File: config.mk
export PLATFORM = sky130hd
export DESIGN_NAME = artmr_top
export DESIGN_NICKNAME = d
export VERILOG_FILES = /design/src/rtl/artmr_pkg.sv /design/src/rtl/artmr_prescaler.sv /design/src/rtl/artmr_trigsync.sv /design/src/rtl/artmr_counter.sv /design/src/rtl/artmr_top.sv
export SDC_FILE = /design/constraint.sdc
export NUM_CORES = 1
export LEC_CHECK = 0
export BUFFER_PORTS_ARGS = -buffer_cell sky130_fd_sc_hd__buf_2
export CAP_MARGIN = 20
export CORE_AREA = 2 2 55 57
export DETAILED_ROUTE_END_ITERATION = 8
export DIE_AREA = 0 0 57 59
export PLACE_DENSITY = 0.76
export SYNTH_ARGS = -nofsm -noshare
export SYNTH_HDL_FRONTEND = slang
export SYNTH_HIERARCHICAL = 1
export SYNTH_SLANG_ARGS = --single-unit
File: constraint.sdc
create_clock -name clk -period 3.2 [get_ports clk]
set_input_delay 0.64 -clock clk [delete_from_list [all_inputs] [get_ports clk]]
set_output_delay 0.64 -clock clk [all_outputs]
set_load 0.005 [all_outputs]
File: src/rtl/artmr_pkg.sv
package artmr_pkg;

  typedef struct packed {
    logic pre_en;
    logic pre_sel;
    logic run;
    logic edge_arm;
  } ctl_t;

  function automatic logic [3:0] psc_last(input logic sel, input int lo, input int hi);
    int d;
    d = sel ? hi : lo;
    return 4'(d - 1);
  endfunction

  function automatic logic [7:0] next_down(input logic [7:0] v);
    return v - 8'd1;
  endfunction

endpackage

File: src/rtl/artmr_prescaler.sv
module artmr_prescaler #(
  parameter int PSC_W  = 4,
  parameter int DIV_LO = 4,
  parameter int DIV_HI = 16
) (
  input  logic clk,
  input  logic rst_n,
  input  logic en,
  input  logic sel,
  output logic tick
);
  logic [PSC_W-1:0] pcnt;
  logic [PSC_W-1:0] last;

  assign last = PSC_W'(sel ? DIV_HI - 1 : DIV_LO - 1);
  assign tick = en && (pcnt == last);

  always_ff @(posedge clk) begin
    if (!rst_n || !en) pcnt <= '0;
    else if (pcnt == last) pcnt <= '0;
    else pcnt <= pcnt + 1'b1;
  end
endmodule

File: src/rtl/artmr_trigsync.sv
module artmr_trigsync #(
  parameter int STAGES = 2
) (
  input  logic clk,
  input  logic rst_n,
  input  logic pin,
  input  logic armed,
  output logic started
);
  logic [STAGES:0] sh;
  logic rise;

  assign rise = sh[STAGES-1] & ~sh[STAGES];

  always_ff @(posedge clk) begin
    if (!rst_n) begin
      sh      <= '0;
      started <= 1'b0;
    end else begin
      sh <= {sh[STAGES-1:0], pin};
      if (!armed) started <= 1'b0;
      else if (rise) started <= 1'b1;
    end
  end
endmodule

File: src/rtl/artmr_counter.sv
module artmr_counter #(
  parameter int DATA_W = 8
) (
  input  logic              clk,
  input  logic              rst_n,
  input  logic              cen,
  input  logic              ld_both,
  input  logic              ld_reload,
  input  logic [DATA_W-1:0] wr_data,
  input  logic              flag_clr,
  output logic [DATA_W-1:0] cnt,
  output logic [DATA_W-1:0] rel,
  output logic              uf,
  output logic              flag,
  output logic              sq
);
  assign uf = cen && (cnt == '0) && !ld_both;

  always_ff @(posedge clk) begin
    if (!rst_n) begin
      cnt  <= '0;
      rel  <= '0;
      flag <= 1'b0;
      sq   <= 1'b0;
    end else begin
      if (ld_both) cnt <= wr_data;
      else if (uf) cnt <= rel;
      else if (cen) cnt <= cnt - 1'b1;
      if (ld_both || ld_reload) rel <= wr_data;
      if (uf) flag <= 1'b1;
      else if (flag_clr) flag <= 1'b0;
      if (uf) sq <= ~sq;
    end
  end
endmodule

File: src/rtl/artmr_top.sv
module artmr_top #(
  parameter int DATA_W = 8,
  parameter int PSC_W  = 4,
  parameter int DIV_LO = 4,
  parameter int DIV_HI = 16,
  parameter int SYNC_N = 2
) (
  input  logic              clk,
  input  logic              rst_n,
  input  logic              ld_both,
  input  logic              ld_reload,
  input  logic [DATA_W-1:0] wr_data,
  input  logic              ctl_we,
  input  logic [3:0]        ctl_wdata,
  input  logic              flag_clr,
  input  logic              start_pin,
  output logic [DATA_W-1:0] count_o,
  output logic              irq_flag,
  output logic              sq_out
);
  import artmr_pkg::*;

  ctl_t ctl_q;
  logic tick_w, started_w, active_w, cen_w, uf_w;
  logic [DATA_W-1:0] rel_w;

  always_ff @(posedge clk) begin
    if (!rst_n) ctl_q <= '0;
    else if (ctl_we) ctl_q <= ctl_t'(ctl_wdata);
  end

  artmr_prescaler #(.PSC_W(PSC_W), .DIV_LO(DIV_LO), .DIV_HI(DIV_HI)) u_psc (
    .clk(clk), .rst_n(rst_n), .en(ctl_q.pre_en), .sel(ctl_q.pre_sel), .tick(tick_w)
  );

  artmr_trigsync #(.STAGES(SYNC_N)) u_sync (
    .clk(clk), .rst_n(rst_n), .pin(start_pin),
    .armed(ctl_q.run && ctl_q.edge_arm), .started(started_w)
  );

  assign active_w = ctl_q.run && (!ctl_q.edge_arm || started_w);
  assign cen_w    = active_w && tick_w;

  artmr_counter #(.DATA_W(DATA_W)) u_cnt (
    .clk(clk), .rst_n(rst_n), .cen(cen_w), .ld_both(ld_both), .ld_reload(ld_reload),
    .wr_data(wr_data), .flag_clr(flag_clr), .cnt(count_o), .rel(rel_w),
    .uf(uf_w), .flag(irq_flag), .sq(sq_out)
  );
endmodule

## Yosys cells after proc, flatten, opt, wreduce, memory -nomap -nowiden

Index checks and enable logic that the tools add are counted.

| operators by class | value |
|---|---|
| add/sub/neg operators | 2 |
| multiply operators | 0 |
| div/mod/pow operators | 0 |
| order comparisons | 0 |
| equal/unequal tests | 1 |
| shifts and indexed selects | 0 |
| muxes and demuxes | 6 |
| bitwise gates (word level) | 3 |
| reductions and logical operators | 18 |

Operator list:

| operator | count |
|---|---|
| 2-to-1 mux 8 bit | 3 |
| logical NOT 8 bit | 1 |
| subtractor 8 x 1 -> 8 bit, second input constant | 1 |
| logical AND 1 bit | 6 |
| adder 4 x 1 -> 4 bit, second input constant | 1 |
| equality test 4 bit | 1 |
| logical NOT 1 bit | 4 |
| 2-to-1 mux 4 bit | 1 |
| logical OR 1 bit | 3 |
| nonzero test 3 bit | 1 |
| 2-to-1 mux 1 bit | 2 |
| NOT 1 bit | 2 |
| AND reduction 2 bit | 1 |
| nonzero test 2 bit | 1 |
| OR reduction 2 bit | 1 |
| bitwise AND 1 bit | 1 |

| storage, ports and cells | value |
|---|---|
| flip-flop bits (word level) | 30 |
| bits in latches | 0 |
| memory bits (writable) | 0 |
| bits in read-only memories | 0 |
| input bits | 19 |
| output and inout bits | 10 |
| logic and storage cells | 41 |
| memories | 0 |

## Logic depth before layout (Yosys ltp)

Gate-level depths: netlist of the first run.

| depth | value |
|---|---|
| depth after elaboration | 8 |
| mapped depth | 10 |
| gate-level depth less buffers | 9 |

## Hierarchy

Netlist of the first run, hierarchy kept.

By module, submodules not included:

| module | instances | cells an instance | area each (um^2) | sequential area each (um^2) |
|---|---|---|---|---|
| artmr_counter | 1 | 118 | 958.4 | 360.3 |
| artmr_top | 1 | 17 | 175.2 | 80.1 |
| artmr_prescaler | 1 | 17 | 170.2 | 80.1 |
| artmr_trigsync | 1 | 9 | 116.4 | 80.1 |

## Least setup slack after synthesis of the first run

No wires, ideal clock.

| path | value |
|---|---|
| path type | reg-to-reg |
| start | register u_psc.pcnt[2] |
| end | register u_cnt.cnt[7] |
| setup time | 122 ps |
| arrival | 2112 ps |
| data required time | 3078 ps |
| path slack | 966 ps |
| stages on the path, launching flop included | 10 |
| path buffers | 1 |
| period minus slack after synthesis | 2234 ps |
| path through | dfxtp_1 > or3_1 > a21boi_2 > and2_1 > nand2_1 > a21oi_1 > clkbuf_1 > nand3b_1 > o31a_1 > o311a_1 |

| on the way | value |
|---|---|
| cells in the longest elaborated chain, start to end | 7 |
| elaborated cells between the ends (all ways) | 8 |
| those cells by class | eq/ne: 1; mux: 2; reduce/logical: 5 |

Ends and longest elaborated chain:

| what | line | source |
|---|---|---|
| from (decl) | artmr_prescaler.sv:12 | `logic [PSC_W-1:0] pcnt;` |
| from (signal assigned) | artmr_prescaler.sv:21 | `else pcnt <= pcnt + 1'b1;` |
| equality test 4 bit * | artmr_prescaler.sv:16 | `assign tick = en && (pcnt == last);` |
| logical AND 1 bit * | artmr_prescaler.sv:16 |  |
| via tick_w | artmr_top.sv:24 | `logic tick_w, started_w, active_w, cen_w, uf_w;` |
| logical AND 1 bit * | artmr_top.sv:42 | `assign cen_w = active_w && tick_w;` |
| via cen_w | artmr_top.sv:24 |  |
| logical AND 1 bit (2 in a row) | artmr_counter.sv:17 | `assign uf = cen && (cnt == '0) && !ld_both;` |
| 2-to-1 mux 8 bit | artmr_counter.sv:27 | `else if (uf) cnt <= rel;` |
| 2-to-1 mux 8 bit | artmr_counter.sv:26 | `if (ld_both) cnt <= wr_data;` |
| to (signal assigned) | artmr_counter.sv:26 |  |
| to (signal assigned) | artmr_counter.sv:27 |  |
| to (signal assigned) | artmr_counter.sv:28 | `else if (cen) cnt <= cnt - 1'b1;` |
| to (decl) | artmr_counter.sv:11 | `output logic [DATA_W-1:0] cnt,` |

The timed path passes the listed nets; every way through them passes the cells marked *.
A chain may end at the register's enable or synchronous reset.

## Worst setup path after layout of the first run

Ends and elaborated chain as after synthesis.

==> results.sh, run 1 <==
export IMPL_fin_skew_ns=0.009988
export IMPL_initial_core_util=0.5226
export IMPL_dp_slack_ns=0.7512
export IMPL_grt_first_pass_wirelength_mm=5.023
export IMPL_clkSinkCount=30
export IMPL_ctsResizeCount=0
export IMPL_nNetsFinal=212
export IMPL_clk_latency_ns=0.33
export IMPL_cp_data_required_time_ns=3.47
export IMPL_p_leak_nw=0.7208
export IMPL_ys_warn_count=6
export IMPL_max_stage_delay_ns=0.50
export IMPL_pwr_share_comb=0.146
export IMPL_seqPwrFrac=0.544
export IMPL_final_area_sq_um=1633
export IMPL_antenna_found_initial=0
export IMPL_grt_total_usage=0.1934
export IMPL_numCtsBuffers=5
export IMPL_die_w_um=57
export IMPL_rsz0062_at_grt="no"
export IMPL_hp_class="reg -> reg"
export IMPL_period_minus_slack_ns=2.522
export IMPL_powerDensity_nw_per_um2=458.1
export IMPL_p_clk_frac=0.310
export IMPL_startpoint_type="flip-flop"
export IMPL_die_area_sq_um=3363
export IMPL_fin_setup_tns_ns=0
export IMPL_slowest_stage="a2111oi_0"
export IMPL_core_sq_um=2710
export IMPL_drt_total_wl_mm=3.071
export IMPL_antenna_cells=0
export IMPL_layout_drive_gt1_share=0.2199
export IMPL_dp_hpwl_mm=2.212
export IMPL_place_gp_congestion=0.8500
export IMPL_fmaxAchievable_ghz=0.3965
export IMPL_final_common_cell="dfxtp_1"
export IMPL_critPathKind="reg -> reg"
export IMPL_area_growth_pct=15.28
export IMPL_relSlewSlack=0.5829
export IMPL_syn_inst=160
export IMPL_cts_tree="built"
export IMPL_syn_area_sq_um=1416
export IMPL_cp_cell_sequence="or3_1 -> a21boi_2 -> and2_1 -> nand2_1 -> a21oi_1 -> buf_4 -> nand3b_1 -> a2111oi_0 -> o311a_1"
export IMPL_fin_hold_ws_ns=0.4434
export IMPL_drv_slew=0
export IMPL_syn_avg_cell_area_sq_um=8.852
export IMPL_setup_ws_ns=0.6781
export IMPL_grt_max_degree=27
export IMPL_vdd_drop_max_v=0.0003630
export IMPL_crit_path_end_kind="flip-flop"
export IMPL_drv_cap=0
export IMPL_worst_pin_slew_ns=0.6233
export IMPL_rows=19
export IMPL_die_h_um=59
export IMPL_portBuffers=28
export IMPL_syn_nets=182
export IMPL_ant_nets=0
export IMPL_intPower_uw=549.0
export IMPL_stdcell_count=222
export IMPL_num_vias=1273
export IMPL_fin_crit_sh=0.7881
export IMPL_drc=0
export IMPL_wire_per_inst_um=13.83
export IMPL_status="finished, final reports clean"
export IMPL_p_sw_uw=198.9
export IMPL_dr_pass1_iters=4
export IMPL_swShare=0.2659
export IMPL_cts_root_buf="clkbuf_4"
export IMPL_path_clk_slew_ns=0.09
export IMPL_setup_viol=0
export IMPL_routed_via_density=5.734
export IMPL_hold_violations=0
export IMPL_hold_buffers=0
export IMPL_grt_pass1_vias=1179
export IMPL_most_common_layout_cells="dfxtp_1, buf_2, a21oi_1"
export IMPL_dp_cells=214
export IMPL_power_total_uw=747.9
export IMPL_first_iter_violations=25
export IMPL_path_max_fanout=7
export IMPL_pin_count=29
export IMPL_post_dp_cell_area_sq_um=1573
export IMPL_crit_arrival_ns=2.79
export IMPL_clockBufferDepth=2
export IMPL_cts_htree_levels=2
export IMPL_postCtsSetupBuffers=0
export IMPL_grt_overflow=0
export IMPL_utilization=0.6025
[power by group through the flow]
stage               clock [mW]  combinational [mW]  sequential [mW]
floorplan                    0              0.0775            0.411
global placement             0               0.107            0.414
detailed placement           0               0.109            0.415
CTS                      0.242               0.109            0.406
global route             0.253               0.122            0.409
finish                   0.232               0.110            0.407
[final timing paths]
kind,cells past startpoint,slack (ns),start,end
worst max-delay path,9,0.68,u_psc/pcnt[2],u_cnt/cnt[7]
worst min-delay path,1,0.44,u_sync/sh[0],u_sync/sh[1]
worst max register to register,9,0.68,u_psc/pcnt[2],u_cnt/cnt[7]
worst min register to register,1,0.44,u_sync/sh[0],u_sync/sh[1]
[registers in the layout (all words and copies together), names as in the netlist]
| signal | cells |
|---|---|
| ctl_q | 4 |
| u_cnt/cnt | 8 |
| u_cnt/flag | 1 |
| u_cnt/rel | 8 |
| u_cnt/sq | 1 |
| u_psc/pcnt | 4 |
| u_sync/sh | 3 |
| u_sync/started | 1 |
[worst max-delay path, delay by kind of cell, from the launching register on]
kind | cells | cell delay, ns
compound gates | 4 | 1.20
buf+inv | 1 | 0.22
flops | 1 | 0.35
simple gates | 4 | 0.71
[metal layers]
| layer | GRT usage | vias up | part of all wire |
|---|---|---|---|
| li1 | - | 637 | - |
| met1 | 0.2233 | 590 | 0.44 |
| met2 | 0.3350 | 44 | 0.48 |
| met3 | 0.06550 | 2 | 0.080 |
| met4 | 0.06977 | 0 | 0.0013 |
| met5 | 0 | - | 0 |
[area by class of cell]
| class | instances | area (sq um) |
|---|---|---|
| Fill cell | 255 | 1077 |
| Multi-Input combinational cell | 117 | 759.5 |
| Sequential cell | 30 | 600.6 |
| Timing Repair Buffer | 29 | 147.6 |
| Clock buffer | 7 | 55.05 |
| Tap cell | 31 | 38.79 |
| Inverter | 7 | 26.28 |
| Clock inverter | 1 | 5.005 |
Note: power is estimated with default switching activity, not from simulation.
==> run 2: changes to the inputs <==
- ABC_AREA: not set -> 1
- CORE_AREA: 2 2 55 57 -> 2 2 59 61
- DIE_AREA: 0 0 57 59 -> 0 0 61 63
- PLACE_DENSITY: 0.76 -> 0.72
- clock period: 3.2 -> 2.3 ns (I/O delays scaled with it)
==> run 2 against run 1 <==
Compared with the run above:
- core utilization fell by 7.5 points
- highest routed layer unchanged
- worst hold slack got worse by 0.12 ns
- sequential cell count did not move
- total power rose by 36%
- sequential power rose by 38%
- sequential share of layout area fell by 1.5 points
- cell count rose by 27%
- cell area rose by 4.4%
- critical endpoint is now u_cnt/cnt[6]
- worst setup slack got worse by 0.32 ns
==> results.sh, run 2 <==
export IMPL_initial_core_util=0.4630
export IMPL_numCtsBuffers=5
export IMPL_period_minus_slack_ns=1.937
export IMPL_final_area_sq_um=1704
export IMPL_relSlewSlack=0.7509
export IMPL_dr_wl_met2_mm=1.293
export IMPL_syn_nets=230
export IMPL_syn_area_sq_um=1496
export IMPL_num_vias=1327
export IMPL_path_max_fanout=5
export IMPL_layout_drive_gt1_share=0.2110
export IMPL_cts_htree_levels=2
export IMPL_die_h_um=63
export IMPL_wl_met1_mm=1.404
export IMPL_die_w_um=61
export IMPL_routed_via_density=4.689
export IMPL_grt_max_degree=20
export IMPL_clkSinkCount=30
export IMPL_path_clk_slew_ns=0.08
export IMPL_drv_slew=0
export IMPL_postCtsSetupBuffers=0
export IMPL_top_layer_used="met4"
export IMPL_clockBufferDepth=2
export IMPL_fin_crit_sh=0.8422
export IMPL_ant_nets=0
export IMPL_grt_first_pass_wirelength_mm=5.071
export IMPL_grt_overflow=0
export IMPL_p_leak_nw=0.8223
export IMPL_final_common_cell="nand2_1"
export IMPL_reg_top3="u_cnt/cnt (8), u_cnt/rel (8)"
export IMPL_rows=21
export IMPL_crit_path_end_kind="flip-flop"
export IMPL_antenna_found_initial=0
export IMPL_pin_count=29
export IMPL_status="finished, final reports clean"
export IMPL_drc=0
export IMPL_post_dp_cell_area_sq_um=1653
export IMPL_drt_total_wl_mm=2.876
export IMPL_syn_inst=208
export IMPL_critPathKind="reg -> reg"
export IMPL_hp_class="in -> reg"
export IMPL_cp_data_required_time_ns=2.54
export IMPL_cp_num_buf_inv=3
export IMPL_most_common_layout_cells="nand2_1, inv_1, dfxtp_1"
export IMPL_grt_total_usage=0.1765
export IMPL_hold_violations=0
export IMPL_grt_pass1_vias=1220
export IMPL_hold_buffers=0
export IMPL_dr_pass1_iters=4
export IMPL_die_area_sq_um=3843
export IMPL_wire_per_inst_um=10.16
export IMPL_crit_arrival_ns=2.18
export IMPL_rsz0062_at_grt="no"
export IMPL_max_stage_delay_ns=0.38
export IMPL_portBuffers=28
export IMPL_fin_setup_tns_ns=0
export IMPL_clk_latency_ns=0.32
export IMPL_cts_root_buf="clkbuf_4"
export IMPL_place_gp_congestion=0.8039
export IMPL_utilization=0.5273
export IMPL_area_growth_pct=13.88
export IMPL_vdd_drop_max_v=0.0004053
export IMPL_nNetsFinal=260
export IMPL_setup_viol=0
export IMPL_first_iter_violations=34
export IMPL_fin_skew_ns=0.005241
export IMPL_cts_tree="built"
export IMPL_fmaxAchievable_ghz=0.5162
export IMPL_slowest_stage="dfxtp_1"
export IMPL_drv_cap=0
export IMPL_met3_length_um=142
export IMPL_syn_avg_cell_area_sq_um=7.194
export IMPL_core_sq_um=3232
export IMPL_powerDensity_nw_per_um2=596.2
export IMPL_ys_warn_count=6
export IMPL_worst_pin_slew_ns=0.3732
export IMPL_dp_hpwl_mm=2.152
export IMPL_crit_family="compound AO/OA/AOI/OAI gates"
export IMPL_antenna_cells=0
export IMPL_startpoint_type="flip-flop"
export IMPL_cp_cell_sequence="ha_1 -> inv_1 -> nor2_2 -> nand2_2 -> a21boi_2 -> nand2_1 -> a21oi_1 -> inv_1 -> nor2_4 -> inv_1 -> a21oi_1 -> nand2_1 -> a21oi_1"
export IMPL_ctsResizeCount=0
[run 2: worst min-delay path, stage by stage]
cell and delay (ns):
buf_2 0.07, nand2_1 0.04, inv_1 0.04
[run 2: final timing paths]
check | startpoint | end | slack (ns) | depth (start not counted)
setup / recovery | u_psc/pcnt[0] | u_cnt/cnt[6] | 0.36 | 13
setup reg to reg | u_psc/pcnt[0] | u_cnt/cnt[6] | 0.36 | 13
hold reg to reg | u_sync/sh[0] | u_sync/sh[1] | 0.42 | 2
hold / removal | start_pin | u_sync/sh[0] | 0.32 | 3
[run 2: layout make-up]
class                   count  area (sq um)
clock buffers               6         51.30
fillers                   349          1528
inverters                  39         146.4
multi-input cells         134         708.2
flip-flops and latches     30         600.6
well taps                  46         57.56
repair buffers             28         140.1
[run 2: power by group]
group	switching, mW	internal [mW]	leakage [nW]
combinational	0.0954	0.0622	0.545
clock	0.159	0.137	0.0302
sequential	0.0173	0.545	0.247
[run 2: routing by layer]
metal,up-vias,GRT usage
met1,586,0.2194
li1,716,-
met2,23,0.2594
met4,0,0.08967
met5,-,0
met3,2,0.06832
[run 2: per-stage QoR]
stage | setup slack [ns] | power [mW] | hold WS [ns] | instances
6_report | 0.3629 | 1.016 | 0.3233 | 283
4_1_cts | 0.3621 | 1.029 | 0.3092 | 283
3_5_place_dp | 0.3815 | 0.7323 | 0.4004 | 277
3_3_place_gp | 0.4317 | 0.7298 | 0.4023 | 277
2_1_floorplan | 0.5967 | 0.6893 | 0.3900 | 208
5_1_grt | 0.08119 | 1.084 | 0.3326 | 283
==> run 3: changes to the inputs <==
- clock period: 2.3 -> 1.6 ns (I/O delays scaled with it)
==> run 3 against run 2 <==
Compared with the run above:
- the flow now finishes with violations (negative setup slack)
- sequential cell count stayed put
- clock-buffer cell count stayed put
- combinational power is 61% higher
- total power is 52% higher
- non-clock buffer count is 15 higher
- sequential share of layout area is 3.5 points lower
- die area stayed put
- core utilization is 6.0 points higher
- first-iteration DRC count is 71% higher
- maximum frequency is 15% higher
- largest cell class unchanged
==> results.sh, run 3 (same netlist as run 2, synthesis figures left out) <==
export IMPL_clockBufferDepth=2
export IMPL_fin_skew_ns=0.009058
export IMPL_p_leak_nw=0.9150
export IMPL_final_common_cell="nand2_1"
export IMPL_status="finished with violations"
export IMPL_core_sq_um=3232
export IMPL_cp_data_required_time_ns=1.86
export IMPL_area_growth_pct=26.92
export IMPL_setup_viol=10
export IMPL_powerDensity_nw_per_um2=815.5
export IMPL_hp_class="in -> reg"
export IMPL_first_iter_violations=58
export IMPL_pin_count=29
export IMPL_cts_htree_levels=2
export IMPL_worst_pin_slew_ns=0.3194
export IMPL_initial_core_util=0.4630
export IMPL_dp_hpwl_mm=2.368
export IMPL_antenna_cells=0
export IMPL_violations="negative setup slack"
export IMPL_cp_cell_sequence="ha_4 -> inv_2 -> nor2_2 -> nand2_2 -> a21boi_2 -> nand2_1 -> a21oi_2 -> inv_2 -> nor2_4 -> inv_2 -> a21oi_2 -> nand2_1 -> a21oi_1"
export IMPL_cts_root_buf="clkbuf_4"
export IMPL_path_clk_slew_ns=0.10
export IMPL_die_area_sq_um=3843
export IMPL_grt_total_usage=0.1911
export IMPL_dp_cells=288
export IMPL_dr_pass1_iters=4
export IMPL_clkSinkCount=30
export IMPL_rows=21
export IMPL_layout_drive_gt1_share=0.3268
export IMPL_drt_total_wl_mm=3.242
export IMPL_setup_ws_ns=-0.08055
export IMPL_fin_hold_ws_ns=0.1588
export IMPL_reg_top3="u_cnt/cnt (8), u_cnt/rel (8)"
export IMPL_final_area_sq_um=1899
export IMPL_path_max_fanout=5
export IMPL_numCtsBuffers=5
export IMPL_vdd_drop_max_v=0.0005207
export IMPL_grt_first_pass_wirelength_mm=5.526
export IMPL_drv_slew=0
export IMPL_antenna_found_initial=0
export IMPL_crit_path_end_kind="flip-flop"
export IMPL_grt_max_degree=17
export IMPL_nNetsFinal=275
export IMPL_wire_per_inst_um=10.81
export IMPL_period_minus_slack_ns=1.681
export IMPL_grt_overflow=0
export IMPL_fin_setup_tns_ns=-0.4958
export IMPL_ant_nets=0
export IMPL_power_total_mw=1.549
export IMPL_portBuffers=28
export IMPL_hold_violations=0
export IMPL_place_gp_congestion=0.7978
export IMPL_crit_arrival_ns=1.94
export IMPL_drv_cap=0
export IMPL_post_dp_cell_area_sq_um=1754
export IMPL_max_stage_delay_ns=0.36
export IMPL_grt_pass1_vias=1349
export IMPL_routed_via_density=4.793
export IMPL_path_common_cell="inv_2"
export IMPL_die_h_um=63
export IMPL_die_w_um=61
export IMPL_num_vias=1438
export IMPL_startpoint_type="flip-flop"
export IMPL_most_common_layout_cells="nand2_1, inv_1, dfxtp_1, buf_2, a21oi_1"
export IMPL_cts_tree="built"
export IMPL_stdcell_count=300
export IMPL_relSlewSlack=0.7865
export IMPL_rsz0062_at_grt="yes"
export IMPL_clk_latency_ns=0.33
export IMPL_slowest_stage="dfxtp_2"
export IMPL_fin_crit_sh=1.050
export IMPL_min_path_cells=3
export IMPL_final_fill_count=318
export IMPL_fmaxAchievable_ghz=0.5950
export IMPL_drc=0
export IMPL_reg2reg_depth=13
export IMPL_critPathKind="reg -> reg"
-- run 3: cell types whose count changed in the layout (fill, tap and decap cells not counted), moves of 4 or more --
cell     previous run  this run
inv_1              38        34
buf_4               0        11
a21oi_1            24        19
a21oi_2             1         6
buf_6               0         4
inv_2               0         4
-- run 3: metrics by stage --
step	utilization	worst slack [ns]
global placement	0.5428	-0.05707
global route	0.5877	-0.2143
finish	0.5877	-0.08055
CTS	0.5784	-0.04589
detailed placement	0.5428	-0.06515
floorplan	-	0.02401
-- run 3: report_power, final --
part | internal [mW] | switching, mW | total (mW) | leakage [nW]
clock | 0.211 | 0.274 | 0.485 | 0.0343
sequential | 0.784 | 0.0259 | 0.810 | 0.248
combinational | 0.106 | 0.148 | 0.254 | 0.633
-- run 3: critical path: cells and delay by family (launching register included) --
kind	cells	cell delay [ns]
adders and majority gates	1	0.15
buffers and inverters	3	0.19
and+or+nand+nor	5	0.42
AOI/OAI and AO/OA	4	0.51
DFF	1	0.36
-- run 3: final cells by class --
cell class,count,area [sq um],share of cell area
Timing Repair Buffer,43,267.8,0.1410
Inverter,39,146.4,0.07707
Multi-Input combinational cell,134,760.7,0.4005
Sequential cell,30,603.1,0.3175
Clock buffer,6,51.30,0.02701
Clock inverter,2,12.51,0.006588
Tap cell,46,57.56,0.03030
-- run 3: routing by layer --
layer	global-route usage	vias to the layer above	wire, um
li1	-	749	-
met1	0.2201	638	1442
met2	0.3078	42	1502
met3	0.04348	9	208
met4	0.1196	0	89
met5	0	-	0
-- run 3: repair_timing --
item                                    4_1_cts  5_1_grt
pin swaps                                     7        2
resized for setup                            12        4
endpoints found under the setup margin        9       10
hold buffers                                  0        0
setup buffers                                 2        2
gates cloned                                  0        0
-- run 3: worst paths after layout --
check                     start            to  slack (ns)
setup / recovery  u_psc/pcnt[1]  u_cnt/cnt[7]       -0.08
setup reg to reg  u_psc/pcnt[1]  u_cnt/cnt[7]       -0.08
hold reg to reg    u_sync/sh[0]  u_sync/sh[1]        0.43
hold / removal        start_pin  u_sync/sh[0]        0.16
